$ cat src/rtl/trig_pwm_pkg.sv
package trig_pwm_pkg;

    localparam int CNT_W     = 24;
    localparam int PS_W      = 3;
    localparam int ADDR_W    = 8;
    localparam int DATA_W    = 32;
    localparam int CTRL_ADDR = 0;
    localparam int PS_ADDR   = 4;
    localparam int CH_BASE   = 8;
    localparam int CH_STRIDE = 8;

    // Bit offsets of the per-channel fields inside the control word
    localparam int TRIG_OFS   = 0;
    localparam int POL_OFS    = 8;
    localparam int TYPE_OFS   = 16;
    localparam int SMOOTH_OFS = 24;

    typedef struct packed {
        logic [PS_W-1:0]  ps;
        logic [CNT_W-1:0] period;
        logic [CNT_W-1:0] duty;
        logic             pol;
    } wave_cfg_t;

    function automatic logic [ADDR_W-1:0] period_addr(input int c);
        return ADDR_W'(CH_BASE + CH_STRIDE * c);
    endfunction

    function automatic logic [ADDR_W-1:0] duty_addr(input int c);
        return ADDR_W'(CH_BASE + CH_STRIDE * c + 4);
    endfunction

    function automatic logic [DATA_W-1:0] ctrl_mask(input int nch);
        logic [DATA_W-1:0] m;
        m = '0;
        for (int c = 0; c < nch; c++) begin
            m[TRIG_OFS + c]   = 1'b1;
            m[POL_OFS + c]    = 1'b1;
            m[TYPE_OFS + c]   = 1'b1;
            m[SMOOTH_OFS + c] = 1'b1;
        end
        return m;
    endfunction

    function automatic logic [DATA_W-1:0] ps_mask(input int nch);
        logic [DATA_W-1:0] m;
        m = '0;
        for (int c = 0; c < nch; c++)
            for (int b = 0; b < PS_W; b++)
                m[4 * c + b] = 1'b1;
        return m;
    endfunction

endpackage

$ cat src/rtl/trig_pwm_regs.sv
module trig_pwm_regs
    import trig_pwm_pkg::*;
#(
    parameter int NCH = 6
) (
    input  logic                  clk,
    input  logic                  rst,
    input  logic                  wr_en,
    input  logic [ADDR_W-1:0]     addr,
    input  logic [DATA_W-1:0]     wdata,
    output logic [DATA_W-1:0]     rdata,
    output logic [NCH-1:0]        trig,
    output logic [NCH-1:0]        smooth,
    output wave_cfg_t [NCH-1:0]   shadow
);

    localparam logic [DATA_W-1:0] CMASK = ctrl_mask(NCH);
    localparam logic [DATA_W-1:0] PMASK = ps_mask(NCH);

    logic [DATA_W-1:0]           ctrl_q;
    logic [DATA_W-1:0]           ps_q;
    logic [NCH-1:0][CNT_W-1:0]   per_q;
    logic [NCH-1:0][CNT_W-1:0]   duty_q;

    always_ff @(posedge clk) begin
        if (rst) begin
            ctrl_q <= '0;
            ps_q   <= '0;
            per_q  <= '0;
            duty_q <= '0;
        end else if (wr_en) begin
            if (addr == ADDR_W'(CTRL_ADDR)) ctrl_q <= wdata & CMASK;
            if (addr == ADDR_W'(PS_ADDR))   ps_q   <= wdata & PMASK;
            for (int c = 0; c < NCH; c++) begin
                if (addr == period_addr(c)) per_q[c]  <= wdata[CNT_W-1:0];
                if (addr == duty_addr(c))   duty_q[c] <= wdata[CNT_W-1:0];
            end
        end
    end

    always_comb begin
        rdata = '0;
        if (addr == ADDR_W'(CTRL_ADDR)) rdata = ctrl_q;
        if (addr == ADDR_W'(PS_ADDR))   rdata = ps_q;
        for (int c = 0; c < NCH; c++) begin
            if (addr == period_addr(c)) rdata = DATA_W'(per_q[c]);
            if (addr == duty_addr(c))   rdata = DATA_W'(duty_q[c]);
        end
    end

    for (genvar c = 0; c < NCH; c++) begin : g_fields
        assign trig[c]          = ctrl_q[TRIG_OFS + c];
        assign smooth[c]        = ctrl_q[SMOOTH_OFS + c];
        assign shadow[c].ps     = ps_q[4*c +: PS_W];
        assign shadow[c].period = per_q[c];
        assign shadow[c].duty   = duty_q[c];
        assign shadow[c].pol    = ctrl_q[POL_OFS + c];
    end

endmodule

$ cat src/rtl/trig_pwm_commit.sv
module trig_pwm_commit
    import trig_pwm_pkg::*;
#(
    parameter int APPLY_LAT = 8
) (
    input  logic       clk,
    input  logic       rst,
    input  logic       trig,
    input  logic       smooth,
    input  wave_cfg_t  shadow,
    input  logic       period_last,
    output logic       load,
    output logic       load_smooth,
    output logic       restart,
    output wave_cfg_t  pend_cfg
);

    localparam int CD_W = (APPLY_LAT > 1) ? $clog2(APPLY_LAT) : 1;

    logic            trig_q;
    logic            pend;
    logic            pend_smooth;
    logic [CD_W-1:0] cd;
    logic            rise;

    assign rise        = trig & ~trig_q;
    assign load        = pend & (pend_smooth ? period_last : (cd == '0));
    assign load_smooth = load & pend_smooth;
    assign restart     = load & ~pend_smooth;

    // A new trigger edge replaces any capture still waiting
    always_ff @(posedge clk) begin
        if (rst) begin
            trig_q      <= 1'b0;
            pend        <= 1'b0;
            pend_smooth <= 1'b0;
            cd          <= '0;
            pend_cfg    <= '0;
        end else begin
            trig_q <= trig;
            if (rise) begin
                pend        <= 1'b1;
                pend_smooth <= smooth;
                pend_cfg    <= shadow;
                cd          <= CD_W'(APPLY_LAT - 1);
            end else if (load) begin
                pend <= 1'b0;
            end else if (pend && !pend_smooth && cd != '0) begin
                cd <= cd - 1'b1;
            end
        end
    end

endmodule

$ cat src/rtl/trig_pwm_gen.sv
module trig_pwm_gen
    import trig_pwm_pkg::*;
(
    input  logic             clk,
    input  logic             rst,
    input  logic             load,
    input  logic             restart,
    input  wave_cfg_t        new_cfg,
    input  logic             force_high,
    output logic             period_last,
    output wave_cfg_t        act,
    output logic [CNT_W-1:0] cnt,
    output logic             pwm
);

    logic [PS_W-1:0] ps_cnt;
    logic            tick;
    logic            wave;

    assign tick        = (ps_cnt == act.ps);
    assign period_last = tick && ((CNT_W+1)'(cnt) + 1'b1 >= (CNT_W+1)'(act.period));
    assign wave        = (act.period >= CNT_W'(2)) && (cnt < act.duty);

    always_ff @(posedge clk) begin
        if (rst) begin
            act    <= '0;
            ps_cnt <= '0;
            cnt    <= '0;
            pwm    <= 1'b1;
        end else begin
            pwm <= force_high ? 1'b1 : (act.pol ? wave : ~wave);
            if (restart) begin
                ps_cnt <= '0;
                cnt    <= '0;
            end else begin
                ps_cnt <= tick ? '0 : ps_cnt + PS_W'(1);
                if (tick) cnt <= period_last ? '0 : cnt + CNT_W'(1);
            end
            if (load) act <= new_cfg;
        end
    end

endmodule

$ cat src/rtl/trig_pwm_ctrl.sv
module trig_pwm_ctrl
    import trig_pwm_pkg::*;
#(
    parameter int NCH       = 6,
    parameter int APPLY_LAT = 8
) (
    input  logic              clk,
    input  logic              rst,
    input  logic              bus_wr,
    input  logic [ADDR_W-1:0] bus_addr,
    input  logic [DATA_W-1:0] bus_wdata,
    output logic [DATA_W-1:0] bus_rdata,
    output logic [NCH-1:0]    pwm_out
);

    logic [NCH-1:0]            trig_bits;
    logic [NCH-1:0]            smooth_bits;
    wave_cfg_t [NCH-1:0]       shadow;
    wave_cfg_t [NCH-1:0]       pend_cfg;
    wave_cfg_t [NCH-1:0]       act_cfg;
    logic [NCH-1:0]            load_v;
    logic [NCH-1:0]            smooth_load_v;
    logic [NCH-1:0]            restart_v;
    logic [NCH-1:0]            last_v;
    logic [NCH-1:0]            act_pol;
    logic [NCH-1:0][CNT_W-1:0] act_period;
    logic [NCH-1:0][CNT_W-1:0] act_duty;
    logic [NCH-1:0][CNT_W-1:0] cnt_v;

    trig_pwm_regs #(.NCH(NCH)) u_regs (
        .clk    (clk),
        .rst    (rst),
        .wr_en  (bus_wr),
        .addr   (bus_addr),
        .wdata  (bus_wdata),
        .rdata  (bus_rdata),
        .trig   (trig_bits),
        .smooth (smooth_bits),
        .shadow (shadow)
    );

    for (genvar c = 0; c < NCH; c++) begin : g_ch
        trig_pwm_commit #(.APPLY_LAT(APPLY_LAT)) u_commit (
            .clk         (clk),
            .rst         (rst),
            .trig        (trig_bits[c]),
            .smooth      (smooth_bits[c]),
            .shadow      (shadow[c]),
            .period_last (last_v[c]),
            .load        (load_v[c]),
            .load_smooth (smooth_load_v[c]),
            .restart     (restart_v[c]),
            .pend_cfg    (pend_cfg[c])
        );

        trig_pwm_gen u_gen (
            .clk         (clk),
            .rst         (rst),
            .load        (load_v[c]),
            .restart     (restart_v[c]),
            .new_cfg     (pend_cfg[c]),
            .force_high  (~trig_bits[c] & ~smooth_bits[c]),
            .period_last (last_v[c]),
            .act         (act_cfg[c]),
            .cnt         (cnt_v[c]),
            .pwm         (pwm_out[c])
        );

        assign act_pol[c]    = act_cfg[c].pol;
        assign act_period[c] = act_cfg[c].period;
        assign act_duty[c]   = act_cfg[c].duty;
    end

endmodule

$ cat config.mk
export PLATFORM = sky130hd
export DESIGN_NAME = trig_pwm_ctrl
export DESIGN_NICKNAME = d
export VERILOG_FILES = /design/src/rtl/trig_pwm_pkg.sv /design/src/rtl/trig_pwm_regs.sv /design/src/rtl/trig_pwm_commit.sv /design/src/rtl/trig_pwm_gen.sv /design/src/rtl/trig_pwm_ctrl.sv
export SDC_FILE = /design/constraint.sdc
export NUM_CORES = 2
export LEC_CHECK = 0
export BUFFER_PORTS_ARGS = -buffer_cell sky130_fd_sc_hd__buf_2
export CORE_MARGIN = 5
export CORE_UTILIZATION = 30
export DETAILED_ROUTE_END_ITERATION = 6
export GPL_ROUTABILITY_DRIVEN = 1
export PLACE_DENSITY = 0.48
export SKIP_LAST_GASP = 1
export SYNTH_ARGS = -nofsm -noshare
export SYNTH_HDL_FRONTEND = slang
export SYNTH_SLANG_ARGS = --single-unit
$ cat constraint.sdc
create_clock -name clk -period 4.6 [get_ports clk]
set_clock_uncertainty 0.15 [all_clocks]
set_input_delay 0.23 -clock clk [delete_from_list [all_inputs] [get_ports clk]]
set_output_delay 0.23 -clock clk [all_outputs]
set_load 0.03 [all_outputs]
# Word level (Yosys, flattened, before mapping)
# Index checks and enable logic that the tools add are counted.
# W data, S select, Z words.
dict set report word_totals {
  in_bits 43
  word_cells 380
  ff_bits 1158
  output_inout_bits 38
}
dict set report op_classes {
  n_bitwise 54
  n_mux 62
  magnitude_cmp 18
  addsub 24
  reduce_logical 93
  n_eq_ne 25
}
# cell n
set op_table {}
lappend op_table {{$mux W30} 14}
lappend op_table {{$add A24 B1 Y25 const B} 6}
lappend op_table {{$ge A25 B24 Y1} 6}
lappend op_table {{$add A24 B1 Y24 const B} 6}
lappend op_table {{$ge A24 B2 Y1 const B} 6}
lappend op_table {{$lt A24 B24 Y1} 6}
lappend op_table {{$mux W24} 6}
lappend op_table {{$mux W3} 18}
lappend op_table {{$eq A8 B6 Y1 const B} 6}
lappend op_table {{$reduce_and A2 Y1} 20}
lappend op_table {{$eq A8 B5 Y1 const B} 4}
lappend op_table {{$not A1 Y1} 30}
lappend op_table {{$and A1 B1 Y1} 24}
lappend op_table {{$logic_and A1 B1 Y1} 24}
lappend op_table {{$mux W1} 24}
lappend op_table {{$reduce_bool A2 Y1} 12}
lappend op_table {{$reduce_or A2 Y1} 12}
lappend op_table {{$add A3 B1 Y3 const B} 6}
lappend op_table {{$eq A3 B3 Y1} 6}
lappend op_table {{$logic_not A3 Y1} 6}
lappend op_table {{$reduce_bool A3 Y1} 6}
lappend op_table {{$reduce_or A3 Y1} 6}
lappend op_table {{$sub A3 B1 Y3 const B} 6}
lappend op_table {{$eq A8 B4 Y1 const B} 2}
lappend op_table {{4 further kinds} 14}

# Longest topological paths before layout
dict set report logic_depth {
  ltp_word 15
  ltp_mapped 20
  depth_no_buf 16
}

# Modules after synthesis
# A second synthesis with hierarchy kept.
dict set report hier_totals {
  cells_unflattened 6969
  area_unflattened_um2 56457.9
}
# mod n_inst seq_area_each_um2 area_each_um2 cells_per_inst
set by_module_without_submodules {}
lappend by_module_without_submodules {{trig_pwm_gen at g_ch[1].u_gen ...} 4 1601.5 4729.5 561}
lappend by_module_without_submodules {trig_pwm_regs 1 6606.3 15061.9 1999}
lappend by_module_without_submodules {trig_pwm_commit 6 1161.1 2112.0 260}
lappend by_module_without_submodules {{trig_pwm_gen at g_ch[5].u_gen} 1 1601.5 4901.0 581}
lappend by_module_without_submodules {{trig_pwm_gen at g_ch[0].u_gen} 1 1601.5 4882.2 579}
lappend by_module_without_submodules {trig_pwm_ctrl 1 0.0 22.5 6}

# Worst setup path after synthesis
# Ideal clock, no wire load.
dict set report synth_path {
  path_type {register to register}
  from {register g_ch[5].u_gen.cnt[0]}
  to {register g_ch[5].u_gen.act[0] in the netlist's numbering}
  period_less_slack_ps 4382
  stages_incl_launch_ff 21
  t_arrival_ps 4105
  setup_ps 128
  t_required_ps 4322
  setup_slack_ps 218
  n_path_buf 4
  path_cell_list {dfxtp_1 nand3_1 nor2_1 and3_1 clkbuf_1 nand2_1 nor2_1 nand3_1 xnor2_1 ha_1 a21oi_1 nand2_1 a221oi_1 a21oi_1 or4_1 buf_2 a41o_1 buf_2 buf_4 mux2i_1 nor2_1}
}
dict set report synth_via {
  elab_chain_cells 5
}
# item line_no
set synth_lines {}
lappend synth_lines {{from (decl)} trig_pwm_gen.sv:12} ;# output logic [CNT_W-1:0] cnt,
lappend synth_lines {{from (signal assigned)} trig_pwm_gen.sv:37} ;# if (tick) cnt <= period_last ? '0 : cnt + CNT_W'(1);
lappend synth_lines {{$add A24 B1 Y25} trig_pwm_gen.sv:21} ;# assign period_last = tick && ((CNT_W+1)'(cnt) + 1'b1 >= (CNT_W+1)'(act.period));
lappend synth_lines {{$ge A25 B24 Y1} trig_pwm_gen.sv:21}
lappend synth_lines {{$logic_and A1 B1 Y1} trig_pwm_gen.sv:21}
lappend synth_lines {{$mux W1} trig_pwm_commit.sv:27} ;# assign load = pend & (pend_smooth ? period_last : (cd == '0));
lappend synth_lines {{$and A1 B1 Y1} trig_pwm_commit.sv:27}
lappend synth_lines {{to (signal assigned)} trig_pwm_gen.sv:39} ;# if (load) act <= new_cfg;
lappend synth_lines {{to (decl)} trig_pwm_gen.sv:11} ;# output wave_cfg_t act,
# No other way between the ends.
# A chain may end at the register's enable or synchronous reset.

# Worst setup path after layout
dict set report layout_path {
  from {register g_ch[5].u_gen.cnt[0]}
  to {register g_ch[5].u_gen.act[15] in the netlist's numbering}
}
# The elaborated chain is that of the path after synthesis.

==> results.md <==
* Status: completed
* Die Height at ~430 um
* Main synth FF type: dfxtp_1
* CP bufs+invs at 1
* Sink Count at 1,158
* Clock Path Buffers at 3
* Crit path cell chain: ha_1 -> and3_1 -> and3_1 -> nand4_1 -> nor2_1 -> nand2_1 -> xnor2_1 -> ha_1 -> nand4_1 -> nor3_1 -> a221oi_1 -> a21oi_1 -> or4_4 -> a41o_2 -> clkbuf_16 -> mux2i_1 -> nor2_1
* Crit-path max FO at 26
* Crit path max-delay family: simple AND/OR/NAND/NOR gates
* Gate Count Post-Synth at 6,697
* FILL cells at between 15,000 and 20,000
* CTS root buf: clkbuf_16
* Fmax at 232 MHz
* Peak per-stage delay on the critical path at roughly 560 ps
* Flop and latch count out of synthesis at 1,158
* Worst Path Arrival at 4780 ps
* Fin. max-slew vios at 0
* Minimum clock period at approximately 4300 ps
* Routed len/inst at 20.4 um
* Power consumption at ~21,000 uW
* Die span in x at 432 um
* Hold crit path type: in2reg
* Layout cells sized above 1 at 0.0765
* CTS H-tree depth at 4
* Ys async rst share at 0
* # setup viols final at 0
* Leakage at approximately 0.022 uW
* Initial Util at 0.302
* 1st-pass router iterations at 6
* MaxCap Viol Count at 0
* Final #Nets at 7,031
* Fin util at 0.348
* Cts bufs inserted at 137
* Fin. Hold Viols at 0
* Ranking of synthesized cells by area: dfxtp_1 (43%), nand2_1 (11%), a21oi_1 (8.4%), ha_1 (7.2%), mux2i_1 (5.2%)
* Final WL at 186 mm
* Overflow after GRT at 0
* Pin count of the biggest net entering global routing at about 190
* Max-slew headroom at 0.161
* # rows at between 150 and 200
* DR vias at 46,300
* Leading area contributor after synthesis: dfxtp_1
* Seq/Total Area, Yosys at 0.434
* Area growth syn-to-layout at 15.0%
* Worst-Skew Late Latency at between 700 and 800 ps
* EDFF count, synth at 0
* Final HPWL DP at 132 mm
* Vias in the first global route at 43,700
* GRT Total Usage at 0.193
* Vias per cell at 5.07
* Tightest Pin Transition at 1250 ps
* Core area at between 150,000 and 200,000 um2
* Top-area cell type share of the netlist area at 0.434
* TritonCTS clock tree: built
* Total number of yosys warnings at 0
* VDD IR max at between 300 and 400 uV
* Multi-input gate area at 27,500 um2
* WP data required at just over 5000 ps
* DRC violations left at 0
* Post-synth cell types at 69
* Power Density at 347 nW/um2
* Crit. End Element: flip-flop
* Worst reg-to-reg setup slack at 280 ps
* Antenna Violating Nets Remaining at 0
* Syn Area/Cell at approximately 8.0 um2
* Final GP Congestion at approximately 0.89
* FF/Latch Area at 23,200 um2
* Initial antenna violation count at 16
* # IOs at between 80 and 90
* Clk slew on worst S/H paths at around 60 ps
* Setup crit start kind: flip-flop
* Starting DRT DRC Count at 3,811
* Cell Area, Synth at around 53,000 um2
* Buffers on Ports at 76
* Die footprint at about 190,000 um2
* Crit-path slowest cell: or4_4
* Crit path kind: reg2reg
* Period Utilization, post-route at 0.939
* First-pass GRT wire length at 279 mm
[routing by layer]
layer | wire length (um) | part of all wire | global-route usage
met1 | 83700 | 0.45 | 0.259
met2 | 84800 | 0.46 | 0.312
met3 | 9610 | 0.052 | 0.0288
met4 | 7820 | 0.042 | 0.0783
met5 | 30 | 0.00016 | 0
[final timing paths]
| path | end | depth (start not counted) | startpoint |
|---|---|---|---|
| worst max-delay path | g_ch[5].u_gen.act[15] | 17 | g_ch[5].u_gen.cnt[0] |
| worst min-delay path | u_regs.ctrl_q[25] | 4 | bus_wdata[25] |
| worst max register to register | g_ch[5].u_gen.act[15] | 17 | g_ch[5].u_gen.cnt[0] |
| worst min register to register | g_ch[2].u_gen.act[47] | 2 | g_ch[2].u_commit.pend_cfg[47] |
[registers in the layout (all words and copies together), names as in the netlist]
| register | cells |
|---|---|
| g_ch.u_commit.trig_q | 6 |
| u_regs.ps_q | 18 |
| g_ch.u_commit.pend_cfg | 312 |
| g_ch.u_commit.cd | 18 |
| u_regs.shadow | 288 |
| g_ch.u_gen.act | 312 |
| g_ch.u_commit.pend_smooth | 6 |
| u_regs.ctrl_q | 24 |
| g_ch.u_commit.pend | 6 |
| g_ch.u_gen.cnt | 144 |
| g_ch.u_gen.ps_cnt | 18 |
| g_ch.u_gen.pwm | 6 |
[per-stage QoR]
stage                     instance area (um2)  worst slack, ps  TNS (ps)  hold slack, ps  instances
after floorplan                         53400              218         0             216       6698
after global placement                  56600              228         0             292       8848
after detailed placement                56600             92.5         0             298       8848
after CTS                               61300             66.5         0            41.3       9121
after global routing                    61500          -0.0902    -0.141            93.3       9129
final                                   61500              283         0             106       9130
[synthesized netlist by cell type (15+ instances only)]
library cell / count
a222oi_1: 16
mux2i_1: 276
nor2b_1: 36
dfxtp_1: 1158
xor2_1: 54
buf_2: 19
a22o_1: 24
nor4_1: 51
and3_1: 42
nor3_1: 53
a2bb2oi_1: 18
nor3b_1: 20
ha_1: 306
o21ai_0: 184
o22ai_1: 22
nand4_1: 70
nand3b_1: 15
a21o_1: 30
clkbuf_1: 378
buf_4: 18
and4_1: 20
nor2_1: 484
and2_1: 27
nand3_1: 112
inv_1: 316
a22oi_1: 40
a221oi_1: 30
o211ai_1: 25
xnor2_1: 114
a211oi_1: 18
a31oi_1: 32
a21oi_1: 898
nand2_1: 1616
nand2b_1: 24
[final cells by class]
type | instances | share of cell area
multi-input cells | 4790 | 0.447
flip-flops and latches | 1158 | 0.377
clock buffers | 201 | 0.0651
well taps | 2340 | 0.0476
repair buffers | 279 | 0.0366
inverters | 316 | 0.0193
clock inverters | 41 | 0.00670
diodes | 5 | 0.000204
[cell families (layout without fill, tap and decap cells)]
family,count (synthesis),in the layout,synth area share
xor gates and xnor gates,168,168,0.0275
buffers and inverters,750,837,0.0561
AOI/OAI and AO/OA,1419,1419,0.151
DFF,1158,1158,0.434
muxes,278,278,0.0521
other,1,7,0.0000702
and+or+nand+nor,2617,2617,0.207
adders and majority gates,306,306,0.0717
[repair_timing]
| item | CTS | global route |
|---|---|---|
| hold buffers | 31 | 0 |
| endpoints found under the hold margin | 363 | 0 |
| gates resized for setup | 0 | 19 |
| setup buffers | 0 | 1 |
| setup endpoints to repair | 0 | 204 |
[tightest hold or removal path: stages]
cell and delay [ps]:
dlygate4sd3_1 530, buf_2 120, nand2_1 50, a21oi_1 50
[cell usage in the layout, fill, tap and decap left out, drive strengths merged, types with 13 or more instances in the layout]
master,instances
xor2,54
o21a,14
xnor2,114
nand3b,15
and2,31
nand2b,24
clkinv,23
nor2,484
nor2b,36
a211oi,18
nor4,53
a221oi,30
nor3,55
a2bb2oi,18
inv,325
a31oi,33
a21o,30
dlygate4sd3,31
o211ai,25
o22ai,22
nand3,112
ha,306
and3,42
nor3b,20
nand2,1616
and4,20
a222oi,16
a22oi,40
or3,13
clkbuf,204
mux2i,276
a22o,24
o21ai,186
dfxtp,1158
a21oi,898
buf,245
nand4,70
[power breakdown]
part / switching, uW / total, uW / leakage, uW / internal, uW
Sequential: 6.09 / 10000 / 0.00932 / 10000
Clock: 4470 / 10800 / 0.00217 / 6310
Combinational: 410 / 506 / 0.0106 / 95.5
No activity file was read; power rests on OpenSTA's default activity.
